==> src/rtl/clkmode_pkg.sv <==
package clkmode_pkg;

   localparam int CTRL_W = 16;
   localparam int MUL_W  = 4;
   localparam int LOCK_W = 8;

   // Control word, MSB first; bit positions are decoded by software.
   typedef struct packed {
      logic [MUL_W-1:0]  mul;
      logic              frac;
      logic [LOCK_W-1:0] lock;
      logic              run_on;
      logic              pll_sel;
      logic              stat;
   } ctrl_word_t;

endpackage

==> src/rtl/clkmode_ratio.sv <==
module clkmode_ratio #(
   parameter int FIELD_W = 4,
   parameter int MULT_W  = 7
) (
   input  logic               pll_mode_i,
   input  logic               frac_i,
   input  logic [FIELD_W-1:0] field_i,
   output logic [MULT_W-1:0]  ratio_o
);

   if (MULT_W < FIELD_W + 3) begin : g_bad_width
      $error("clkmode_ratio: MULT_W too narrow for the largest ratio");
   end

   logic [MULT_W-1:0] fx;
   assign fx = MULT_W'(field_i);

   always_comb begin
      if (!pll_mode_i) begin
         ratio_o = (&field_i) ? MULT_W'(1) : MULT_W'(2);
      end else if (!frac_i) begin
         ratio_o = (fx + MULT_W'(1)) << 2;
      end else if (field_i[0]) begin
         ratio_o = fx;
      end else begin
         ratio_o = (fx + MULT_W'(1)) << 1;
      end
   end

endmodule

==> src/rtl/clkmode_lock_timer.sv <==
module clkmode_lock_timer #(
   parameter int CNT_W      = 8,
   parameter int PRESC_LOG2 = 4
) (
   input  logic             clk_in,
   input  logic             rst_n,
   input  logic             start_i,
   input  logic             cancel_i,
   input  logic [CNT_W-1:0] init_i,
   output logic             expire_o
);

   if (CNT_W < 1 || PRESC_LOG2 < 0 || PRESC_LOG2 > 16) begin : g_bad_cfg
      $error("clkmode_lock_timer: unsupported CNT_W or PRESC_LOG2");
   end

   logic             pend_q;
   logic [CNT_W-1:0] cnt_q;
   logic             tick;
   logic             last;

   if (PRESC_LOG2 == 0) begin : g_no_presc
      assign tick = pend_q;
   end else begin : g_presc
      logic [PRESC_LOG2-1:0] presc_q;
      always_ff @(posedge clk_in) begin
         if (!rst_n || start_i || cancel_i || !pend_q) begin
            presc_q <= '0;
         end else begin
            presc_q <= presc_q + 1'b1;
         end
      end
      assign tick = pend_q && (&presc_q);
   end

   assign last     = (cnt_q == '0) || (cnt_q == CNT_W'(1));
   assign expire_o = tick && last && !start_i && !cancel_i;

   always_ff @(posedge clk_in) begin
      if (!rst_n) begin
         pend_q <= 1'b0;
         cnt_q  <= '0;
      end else if (cancel_i) begin
         pend_q <= 1'b0;
      end else if (start_i) begin
         pend_q <= 1'b1;
         cnt_q  <= init_i;
      end else if (tick) begin
         if (last) begin
            pend_q <= 1'b0;
         end else begin
            cnt_q <= cnt_q - 1'b1;
         end
      end
   end

   // Count never climbs except through a reload.
   assert_cnt_monotone_R7: assert property (@(posedge clk_in) disable iff (!rst_n)
      (pend_q && !start_i && !cancel_i) |=> (cnt_q <= $past(cnt_q)));

   assert_cancel_idles_R9: assert property (@(posedge clk_in) disable iff (!rst_n)
      cancel_i |=> !pend_q);

endmodule

==> src/rtl/clkmode_ctrl.sv <==
module clkmode_ctrl
   import clkmode_pkg::*;
#(
   parameter int PRESC_LOG2 = 4,
   parameter int MULT_W     = 7
) (
   input  logic              clk_in,
   input  logic              rst_n,
   input  logic              wr_en,
   input  logic [15:0]       wr_data,
   output logic [15:0]       rd_data,
   output logic              pll_run,
   output logic              pll_active,
   output logic [MULT_W-1:0] mult_ratio,
   output logic              ratio_err
);

   if ($bits(ctrl_word_t) != CTRL_W || CTRL_W != 16) begin : g_bad_layout
      $error("clkmode_ctrl: control word layout does not match CTRL_W");
   end

   ctrl_word_t       w_new;
   ctrl_word_t       ctl_q;
   ctrl_word_t       rd_w;
   logic [MUL_W-1:0] act_mul_q;
   logic             act_frac_q;
   logic             status_q;
   logic             err_q;
   logic             reserved_w;
   logic             changed_w;
   logic             reload_w;
   logic             cancel_w;
   logic             expire;

   assign w_new      = wr_data;
   assign reserved_w = w_new.pll_sel && !w_new.frac && (&w_new.mul);
   assign changed_w  = (w_new.mul != act_mul_q) || (w_new.frac != act_frac_q);
   assign reload_w   = wr_en && w_new.pll_sel && !reserved_w && (!ctl_q.pll_sel || changed_w);
   assign cancel_w   = wr_en && !w_new.pll_sel;

   always_ff @(posedge clk_in) begin
      if (!rst_n) begin
         ctl_q      <= '0;
         act_mul_q  <= '0;
         act_frac_q <= 1'b0;
         status_q   <= 1'b0;
         err_q      <= 1'b0;
      end else begin
         if (wr_en) begin
            ctl_q      <= w_new;
            ctl_q.stat <= 1'b0;
            err_q      <= reserved_w;
            if (!reserved_w) begin
               act_mul_q  <= w_new.mul;
               act_frac_q <= w_new.frac;
            end
         end
         if (cancel_w || reload_w) begin
            status_q <= 1'b0;
         end else if (expire) begin
            status_q <= 1'b1;
         end
      end
   end

   clkmode_lock_timer #(
      .CNT_W      (LOCK_W),
      .PRESC_LOG2 (PRESC_LOG2)
   ) u_timer (
      .clk_in   (clk_in),
      .rst_n    (rst_n),
      .start_i  (reload_w),
      .cancel_i (cancel_w),
      .init_i   (w_new.lock),
      .expire_o (expire)
   );

   clkmode_ratio #(
      .FIELD_W (MUL_W),
      .MULT_W  (MULT_W)
   ) u_ratio (
      .pll_mode_i (status_q),
      .frac_i     (act_frac_q),
      .field_i    (act_mul_q),
      .ratio_o    (mult_ratio)
   );

   always_comb begin
      rd_w      = ctl_q;
      rd_w.stat = status_q;
   end

   assign rd_data    = rd_w;
   assign pll_run    = ctl_q.run_on | ctl_q.pll_sel;
   assign pll_active = status_q;
   assign ratio_err  = err_q;

   assert_run_when_pll_R3: assert property (@(posedge clk_in) disable iff (!rst_n)
      pll_active |-> pll_run);

   assert_rise_on_expire_R7: assert property (@(posedge clk_in) disable iff (!rst_n)
      $rose(status_q) |-> $past(expire));

   assert_reload_drops_R8: assert property (@(posedge clk_in) disable iff (!rst_n)
      reload_w |=> !pll_active);

   assert_div_write_R9: assert property (@(posedge clk_in) disable iff (!rst_n)
      (wr_en && !wr_data[1]) |=> !pll_active);

   assert_reserved_hold_R10: assert property (@(posedge clk_in) disable iff (!rst_n)
      (wr_en && reserved_w && !expire) |=> ($stable(pll_active) && $stable(mult_ratio) && ratio_err));

   assert_no_reserved_active_R10: assert property (@(posedge clk_in) disable iff (!rst_n)
      pll_active |-> !(!act_frac_q && (&act_mul_q)));

endmodule

==> config.mk <==
export PLATFORM = sky130hd
export DESIGN_NAME = clkmode_ctrl
export DESIGN_NICKNAME = d
export VERILOG_FILES = /design/src/rtl/clkmode_pkg.sv /design/src/rtl/clkmode_ratio.sv /design/src/rtl/clkmode_lock_timer.sv /design/src/rtl/clkmode_ctrl.sv
export SDC_FILE = /design/constraint.sdc
export NUM_CORES = 1
export LEC_CHECK = 0
export BUFFER_PORTS_ARGS = -buffer_cell sky130_fd_sc_hd__buf_2
export CAP_MARGIN = 25
export CORE_MARGIN = 2
export CORE_UTILIZATION = 57
export DETAILED_ROUTE_END_ITERATION = 12
export PLACE_DENSITY_LB_ADDON = 0.3
export SYNTH_ARGS = -nofsm -noshare
export SYNTH_HDL_FRONTEND = slang
export SYNTH_HIERARCHICAL = 1
export SYNTH_SLANG_ARGS = --single-unit
==> constraint.sdc <==
create_clock -name clk_in -period 5.6 [get_ports clk_in]
set_input_delay 0.56 -clock clk_in [delete_from_list [all_inputs] [get_ports clk_in]]
set_output_delay 0.56 -clock clk_in [all_outputs]
set_load 0.05 [all_outputs]
==> results.yml, run 1 <==
timing:
  fin_setup_tns_ns: 0
  fin_ws_ns: 3.18
  setup_viol_count_final: 0
  max_freq_ghz: 0.414
  worst_slew_pin_slew_ns: 0.498
  final_hold_viol_count: 0
  skew_ns: 0.00664
  finalMaxSlewViolations: 0
  rsz0062_at_grt: "no"
  post-route-min-period_ns: 2.42
  min_period_over_period: 0.432
  max-slew-margin-rel: 0.668
die:
  core_mm2: 0.00310
  dieArea_mm2: 0.00377
  die_x_um: 61.4
  chipHeight_um: 61.4
  initial_core_util: 0.605
  num_rows: 20
  pin_count: 45
detailed_routing:
  routed_wl_mm: 3.80
  wl_per_cell_um: 13.1
  dr.pass1.iters: 5
  drt_iter0_drc: 99
  drcViolationCount: 0
  vias: 1604
  vias_per_cell: 5.53
  postRouteAntennaNets: 0
pwr:
  p_per_area_mw_per_mm2: 267
  seqPwrFrac: 0.488
  intPower_mw: 0.391
  p_comb_frac: 0.240
  p_clk_frac: 0.273
  ir_drop_v: 0.000203
  swShare: 0.324
  p_leak_nw: 0.964
  p_sw_mw: 0.187
synthesis:
  synthDistinctLibCells: 47
  syn-num-nets: 229
  syn_inst: 204
  yosys_warnings: 6
  synth_ff_type: "dfxtp_1"
  synth-edff-count: 0
  synth_area_leaders: "dfxtp_1 37%, mux2i_1 8.0%, nor2b_1 5.7%"
  ys_top_cells_by_count: "35 x dfxtp_1, 18 x nand2_1, 17 x nor2b_1, 15 x mux2i_1"
  avgSynthCellArea_um2: 9.20
  ys_seq_area_frac: 0.373
  synth.most_common_cell: "dfxtp_1"
  synth_largest_area_cell: "dfxtp_1"
  synth_seq_cells: 35
  synth_area_mm2: 0.00188
  synth_top_area_frac: 0.373
  async_reset_ff_frac: 0
setup_path:
  r2r_cells: 9
  worstSetupStartpointType: "flop"
  worstReg2RegEnd: "u_timer/cnt_q[2]"
  cp-end-kind: "output pin"
  cp_top_family: "flip-flops"
  cp.buffers_inverters: 1
  crit_slowest_cell: "dfxtp_1"
  critPathKind: "flop to output pin"
  r2r_slack_ns: 3.20
  r2r-start: "act_mul_q[0]"
  critPathRequiredTime_ns: 5.04
  crit_path_max_fanout: 11
  cp.arrival_ns: 1.86
  slowest_delay_ns: 0.55
  worstPathCellList: "ha_1 > xor2_1 > o2111ai_1 > o21ai_0 > buf_2"
place:
  dp_hpwl_mm: 2.73
  place_inst: 282
  io_buffers: 43
  place_ws_ns: 2.94
  globalplace.congestion: 0.829
global_routing:
  grt_pass1_wl_mm: 6.20
  grt_max_degree: 33
  grt_usage: 0.223
  antenna_found_initial: 0
  grt_overflow: 0
  grt_pass1_vias: 1348
cts:
  cts_setup_buffers: 0
  path_clk_slew_ns: 0.10
  htree_levels: 2
  insertion_delay_ns: 0.34
  cts_tree: "yes"
  clockBufferDepth: 2
  cts-root-buf: "clkbuf_4"
  ctsHoldBuffers: 0
  cts_made_buffers: 5
  cts.sinks: 35
  cts_resized: 0
final_layout:
  nFillCells: 268
  layout.nets: 270
  layout.area.seq_um2: 701
  multi_input_area_mm2: 0.00108
  drive_gt1_frac: 0.289
  syn2layout_area_growth_pct: 15.4
  insertedDiodeCount: 0
  stdcell_count: 290
run:
  max-cap-violations: 0
min_path:
  hp-class: "primary input to flop"
  holdPathStages: 3
  holdPathEnd: "rd_data[2]"
  hold_start: "wr_data[2]"
run_status:
  outcome: "finished, final reports clean"
-- cells by family after synthesis --
family / after synthesis / share of synthesized area
xor gates and xnor gates: 9 / 0.0420
DFF: 35 / 0.373
and+or+nand+nor: 78 / 0.236
muxes: 15 / 0.0800
adders and majority gates: 6 / 0.0400
AOI/OAI and AO/OA: 41 / 0.178
buffers and inverters: 20 / 0.0507
-- flip-flops by register name, summed over array words and instances, names as in the netlist --
register and count:
u_timer/g_presc.presc_q 4, u_timer/pend_q 1, u_timer/cnt_q 8, ratio_err 1, act_mul_q 4, rd_data 15
act_frac_q 1, pll_active 1
-- layout by cell type, fill, tap and decap left out, types with 2 or more instances in the layout --
cell	count
xnor2_1	2
nand4_1	3
buf_2	43
o211a_1	2
nand2_1	18
nor2b_1	17
nor2_1	13
a31oi_1	2
ha_1	6
o21ai_0	13
o221a_2	4
clkbuf_4	5
nand3_1	6
nor3_1	6
mux2i_1	15
nand2b_1	3
dfxtp_1	35
nor3_2	2
xor2_1	7
a21oi_1	4
clkbuf_8	2
o211ai_2	3
inv_1	10
-- how the worst max path moves through the flow --
stage | startpoint | to | cells past startpoint
6_report | act_mul_q[0] | mult_ratio[3] | 5
5_1_grt | act_frac_q | u_timer/cnt_q[2] | 9
3_5_place_dp | wr_data[13] | u_timer/cnt_q[2] | 10
2_1_floorplan | pll_active | mult_ratio[3] | 3
4_1_cts | act_mul_q[0] | mult_ratio[3] | 5
3_3_place_gp | wr_en | u_timer/cnt_q[1] | 9
-- power by group through the flow --
stage          combinational [mW]  clock [mW]  sequential, mW
4_1_cts                     0.138       0.160           0.282
3_3_place_gp                0.136           0           0.287
6_report                    0.139       0.158           0.282
5_1_grt                     0.152       0.172           0.284
2_1_floorplan              0.0877           0           0.306
3_5_place_dp                0.138           0           0.287
-- worst reg2reg max path, delay by kind of cell, from the launching register on --
family / cells / cell delay (ns)
flops: 1 / 0.55
simple gates: 3 / 0.47
buf+inv: 2 / 0.43
xor+xnor: 1 / 0.21
compound gates: 3 / 0.70
-- through the flow --
step	total power [mW]	utilization	hold WS (ns)	instance area, um^2
after floorplan	0.394	-	0.418	1880
after global placement	0.423	0.676	0.431	2100
after detailed placement	0.425	0.676	0.461	2100
after CTS	0.580	0.698	0.467	2170
after global routing	0.609	0.698	0.490	2170
final	0.578	0.698	0.474	2170
-- metal layers --
layer / global-route usage / up-vias / wire [um]
met5: 0 / - / 0
met4: 0.0912 / 0 / 49
met3: 0.0546 / 5 / 216
met2: 0.353 / 48 / 1630
met1: 0.294 / 740 / 1900
li1: - / 811 / -
-- area by class of cell --
type	count	share of cell area
multi-input combinational	149	0.499
sequential	35	0.324
timing repair buffer	44	0.103
clock buffer	8	0.0318
tap	44	0.0254
inverter	10	0.0173
Note: power is estimated with default switching activity, not from simulation.
==> run 2: changes to the inputs <==
--- a/config.mk
+++ b/config.mk
@@ -8,7 +8,7 @@
 export BUFFER_PORTS_ARGS = -buffer_cell sky130_fd_sc_hd__buf_2
 export CAP_MARGIN = 25
 export CORE_MARGIN = 2
-export CORE_UTILIZATION = 57
+export CORE_UTILIZATION = 48
 export DETAILED_ROUTE_END_ITERATION = 12
 export PLACE_DENSITY_LB_ADDON = 0.3
 export SYNTH_ARGS = -nofsm -noshare
==> constraint.sdc (replaced) <==
create_clock -name clk_in -period 2.1 [get_ports clk_in]
set_input_delay 0.21 -clock clk_in [delete_from_list [all_inputs] [get_ports clk_in]]
set_output_delay 0.21 -clock clk_in [all_outputs]
set_load 0.05 [all_outputs]
==> run 2 against run 1 <==
  * Clock skew down 0.0043 ns
  * Non-clock buffer count rose by 16
  * Critical path depth rose by 5
  * Largest cell class unchanged
==> results.yml, run 2 (synthesis gave the netlist of run 1 again) <==
final_layout:
  largest_register_ffs: 15
  final_cell_mix: "43 x buf_2, 34 x dfxtp_1, 18 x nand2_1"
  layout.nets: 286
  syn2layout_area_growth_pct: 23.8
  insertedDiodeCount: 0
  drive_gt1_frac: 0.336
  nFillCells: 325
  final_common_cell: "buf_2"
setup_path:
  r2r_cells: 10
  cp-end-kind: "flop"
  r2r_slack_ns: 0.04
  crit_slowest_cell: "dfxtp_1"
  critPathRequiredTime_ns: 2.27
  cp_top_family: "simple AND/OR/NAND/NOR gates"
  worstSetupStartpointType: "flop"
  worstReg2RegEnd: "u_timer/cnt_q[2]"
  worstPathCellList: "xor2_1 > nor4_2 > a311oi_2 > buf_4 > buf_4 > nor3_4 > o211ai_2 > nand2_1 > nor3_1 > o31a_1"
  critPathKind: "flop to flop"
  cp.arrival_ns: 2.23
  slowest_delay_ns: 0.32
  crit_path_max_fanout: 5
  r2r-start: "act_mul_q[0]"
  cp.buffers_inverters: 2
  crit_top_cell: "buf_4"
run_status:
  outcome: "finished, final reports clean"
cts:
  htree_levels: 2
  clockBufferDepth: 2
  cts-root-buf: "clkbuf_8"
  cts.sinks: 35
  cts_tree: "yes"
  insertion_delay_ns: 0.27
  ctsHoldBuffers: 0
  cts_made_buffers: 5
  path_clk_slew_ns: 0.07
timing:
  worst_slew_pin_slew_ns: 0.475
  finalMaxSlewViolations: 0
  max-slew-margin-rel: 0.682
  setup_viol_count_final: 0
  post-route-min-period_ns: 2.06
  rsz0062_at_grt: "yes"
  skew_ns: 0.00236
  fin_setup_tns_ns: 0
  final_hold_viol_count: 0
  max_freq_ghz: 0.485
  min_period_over_period: 0.981
global_routing:
  grt_pass1_wl_mm: 6.71
  antenna_found_initial: 0
  grt_overflow: 0
  grt_max_degree: 22
  grt_usage: 0.199
  grt_pass1_vias: 1482
min_path:
  holdPathStages: 3
  holdPathEnd: "rd_data[2]"
  hp-class: "primary input to flop"
  hold_start: "wr_data[2]"
die:
  initial_core_util: 0.505
  dieArea_mm2: 0.00443
  die_x_um: 66.5
  core_mm2: 0.00372
  chipHeight_um: 66.5
  num_rows: 22
  pin_count: 45
detailed_routing:
  drt_iter0_drc: 126
  wl_per_cell_um: 12.8
  postRouteAntennaNets: 0
  vias: 1636
  vias_per_cell: 5.28
  routed_wl_mm: 3.98
  dr.pass1.iters: 4
  drcViolationCount: 0
place:
  dp_hpwl_mm: 3.01
  globalplace.congestion: 0.910
  io_buffers: 43
pwr:
  ir_drop_v: 0.000458
  p_leak_nw: 1.05
  p_per_area_mw_per_mm2: 695
  total_power_mw: 1.62
run:
  max-cap-violations: 0
run 2: tightest hold or removal path: cells and delay by family:
family	cells	cell delay (ns)
AND/OR/NAND/NOR	1	0.11
multiplexers	1	0.06
buffers and inverters	1	0.08
run 2: per-stage QoR:
| stage | worst slack, ns | instance area, um^2 | hold WS, ns | utilization | std cells |
|---|---|---|---|---|---|
| 5_1_grt | -0.0660 | 2320 | 0.245 | 0.625 | 310 |
| 2_1_floorplan | 0.0934 | 1880 | 0.349 | - | 204 |
| 3_5_place_dp | 0.00244 | 2200 | 0.447 | 0.592 | 299 |
| 4_1_cts | 0.00304 | 2280 | 0.216 | 0.614 | 307 |
| 3_3_place_gp | 0.0295 | 2200 | 0.432 | 0.592 | 299 |
| 6_report | 0.0395 | 2320 | 0.220 | 0.625 | 310 |
run 2: worst max-delay path by stage:
stage          slack, ns                to         start  depth (start not counted)
2_1_floorplan       0.09  u_timer/cnt_q[0]  act_mul_q[0]                          9
3_3_place_gp        0.03  u_timer/cnt_q[6]   wr_data[13]                          9
3_5_place_dp       0.002  u_timer/cnt_q[7]    act_frac_q                          9
4_1_cts            0.003  u_timer/cnt_q[6]    act_frac_q                          8
5_1_grt            -0.07  u_timer/cnt_q[2]  act_mul_q[1]                         10
6_report            0.04  u_timer/cnt_q[2]  act_mul_q[0]                         10
run 2: final cells by class:
type                    count  area, um^2  area share
multi-input cells         149        1100       0.473
flip-flops and latches     35         702       0.302
repair buffers             60         343       0.148
clock buffers               7        76.3      0.0328
well taps                  48        60.1      0.0258
inverters                  10        37.5      0.0162
clock inverters             1        5.00     0.00215
run 2: metal layers:
layer,track usage,vias to the layer above,wire (um)
met5,0,-,0
met4,0.0689,0,38
met3,0.0456,2,163
met2,0.295,37,1730
met1,0.283,763,2040
li1,-,834,-
run 2: where the power goes:
part	total, mW	internal [mW]	leakage, nW	switching [mW]
clock	0.454	0.232	0.0422	0.221
sequential	0.744	0.706	0.288	0.0386
combinational	0.418	0.169	0.723	0.249
total	1.62	1.11	1.05	0.508
run 2: timing repair:
action / CTS / global route
gates resized for setup: 0 / 5
buffers inserted: 0 / 4
setup endpoints to repair: 2 / 9
pin swaps: 1 / 5
==> run 3: changes to the inputs <==
--- a/config.mk
+++ b/config.mk
@@ -7,10 +7,12 @@
 export LEC_CHECK = 0
 export BUFFER_PORTS_ARGS = -buffer_cell sky130_fd_sc_hd__buf_2
 export CAP_MARGIN = 25
+export CORE_ASPECT_RATIO = 1.4
 export CORE_MARGIN = 2
 export CORE_UTILIZATION = 48
 export DETAILED_ROUTE_END_ITERATION = 12
 export PLACE_DENSITY_LB_ADDON = 0.3
+export SKIP_CTS_REPAIR_TIMING = 1
 export SYNTH_ARGS = -nofsm -noshare
 export SYNTH_HDL_FRONTEND = slang
 export SYNTH_HIERARCHICAL = 1
==> run 3 against run 2 <==
  * Design area fell by 0.27%
  * Sequential power about the same
  * Critical path depth shrank 2
  * Register-to-register slack better by 0.095 ns
  * Sequential share of layout area rose by 0.14 points
  * Sequential cell count unchanged
  * First-iteration DRC count grew 0.79%
  * Largest power group unchanged
  * Cell count decreased by 3.2%
  * Clock-buffer cell count grew 1
  * Setup slack better by 0.095 ns
  * Die area grew 0.15%
  * Clock power rose by 17%
==> results.yml, run 3 (synthesis gave the netlist of run 1 again) <==
final_layout:
  final_cell_mix: "43 x buf_2, 33 x dfxtp_1, 17 x nand2_1, 17 x nor2b_1, 15 x mux2i_1"
  nFillCells: 335
  layout.area.seq_um2: 703
  finalInstanceArea_mm2: 0.00232
  largest_register_ffs: 15
  stdcell_count: 300
  insertedDiodeCount: 0
  syn2layout_area_growth_pct: 23.5
  drive_gt1_frac: 0.345
  layout.nets: 282
  multi_input_area_mm2: 0.00110
  final_common_cell: "buf_2"
cts:
  clockBufferDepth: 2
  insertion_delay_ns: 0.28
  cts-root-buf: "clkbuf_8"
  cts.sinks: 35
  cts_made_buffers: 5
  path_clk_slew_ns: 0.07
  cts_tree: "yes"
  htree_levels: 2
global_routing:
  grt_pass1_wl_mm: 7.16
  grt_usage: 0.202
  grt_pass1_vias: 1596
  antenna_found_initial: 0
  grt_max_degree: 33
  grt_overflow: 0
detailed_routing:
  dr.pass1.iters: 4
  wl_per_cell_um: 14.3
  vias: 1689
  drt_iter0_drc: 127
  postRouteAntennaNets: 0
  routed_wl_mm: 4.29
  drcViolationCount: 0
  vias_per_cell: 5.63
place:
  io_buffers: 43
  globalplace.congestion: 0.875
  place_inst: 292
  placed_area_mm2: 0.00218
  dp_hpwl_mm: 3.15
die:
  dieArea_mm2: 0.00443
  initial_core_util: 0.506
  die_x_um: 56.8
  core_mm2: 0.00371
  pin_count: 45
  num_rows: 26
  chipHeight_um: 78.0
timing:
  max-slew-margin-rel: 0.663
  min_period_over_period: 0.936
  skew_ns: 0.00423
  post-route-min-period_ns: 1.97
  worst_slew_pin_slew_ns: 0.503
  fin_setup_tns_ns: 0
  finalMaxSlewViolations: 0
  max_freq_ghz: 0.509
  final_hold_viol_count: 0
  setup_viol_count_final: 0
  rsz0062_at_grt: "yes"
  whs_ns: 0.192
pwr:
  p_per_area_mw_per_mm2: 733
  total_power_mw: 1.70
  seqPwrFrac: 0.439
  p_clk_frac: 0.314
  p_sw_mw: 0.526
  p_comb_frac: 0.248
  ir_drop_v: 0.000556
  intPower_mw: 1.17
  p_leak_nw: 1.04
  swShare: 0.310
setup_path:
  r2r_cells: 8
  critPathKind: "flop to flop"
  critPathRequiredTime_ns: 2.28
  worstSetupStartpointType: "flop"
  worstReg2RegEnd: "u_timer/cnt_q[2]"
  setup.worst_path.start: "act_mul_q[2]"
  cp-end-kind: "flop"
  cp.arrival_ns: 2.14
  r2r-start: "act_mul_q[2]"
  endpoint: "u_timer/cnt_q[2]"
  crit_path_max_fanout: 4
  r2r_slack_ns: 0.13
min_path:
  holdPathStages: 3
  hp-class: "primary input to flop"
run:
  max-cap-violations: 0
run_status:
  outcome: "finished, final reports clean"
run 3: power groups by stage:
stage / clock network (mW) / logic [mW] / registers [mW]
after floorplan: 0 / 0.234 / 0.817
after global placement: 0 / 0.401 / 0.755
after detailed placement: 0 / 0.407 / 0.757
after CTS: 0.544 / 0.411 / 0.742
after global routing: 0.570 / 0.457 / 0.749
final: 0.532 / 0.420 / 0.745
run 3: how the worst min path moves through the flow:
stage	startpoint	to	slack [ns]
after floorplan	wr_data[11]	act_frac_q	0.35
after global routing	wr_data[2]	rd_data[2]	0.20
final	wr_data[2]	rd_data[2]	0.19
after global placement	u_timer/g_presc.presc_q[0]	u_timer/g_presc.presc_q[0]	0.43
after detailed placement	u_timer/g_presc.presc_q[0]	u_timer/g_presc.presc_q[0]	0.45
after CTS	wr_data[2]	rd_data[2]	0.19
run 3: per-layer routing:
layer	track usage	vias up	wire length (um)
met2	0.362	49	2210
met1	0.231	807	1820
li1	-	825	-
met3	0.0367	8	176
met5	0	-	0
met4	0.0814	0	84
run 3: cell type report:
| class | instances | share of cell area |
|---|---|---|
| multi-input combinational | 149 | 0.476 |
| sequential | 35 | 0.303 |
| timing repair buffer | 56 | 0.138 |
| clock buffer | 8 | 0.0432 |
| tap | 42 | 0.0227 |
| inverter | 10 | 0.0162 |
run 3: critical path: stages (launching register included):
cell and delay (ns):
dfxtp_1 0.35, xor2_1 0.21, nor4_2 0.08, a311oi_2 0.38, inv_2 0.13, a21oi_4 0.21
buf_4 0.15, o21ai_0 0.07, o31a_1 0.27
run 3: stage by stage:
| stage | setup slack, ns | utilization |
|---|---|---|
| 2_1_floorplan | 0.0934 | - |
| 3_5_place_dp | -0.0184 | 0.589 |
| 6_report | 0.135 | 0.625 |
| 4_1_cts | 0.0265 | 0.616 |
| 5_1_grt | 0.00944 | 0.625 |
| 3_3_place_gp | 0.0528 | 0.589 |
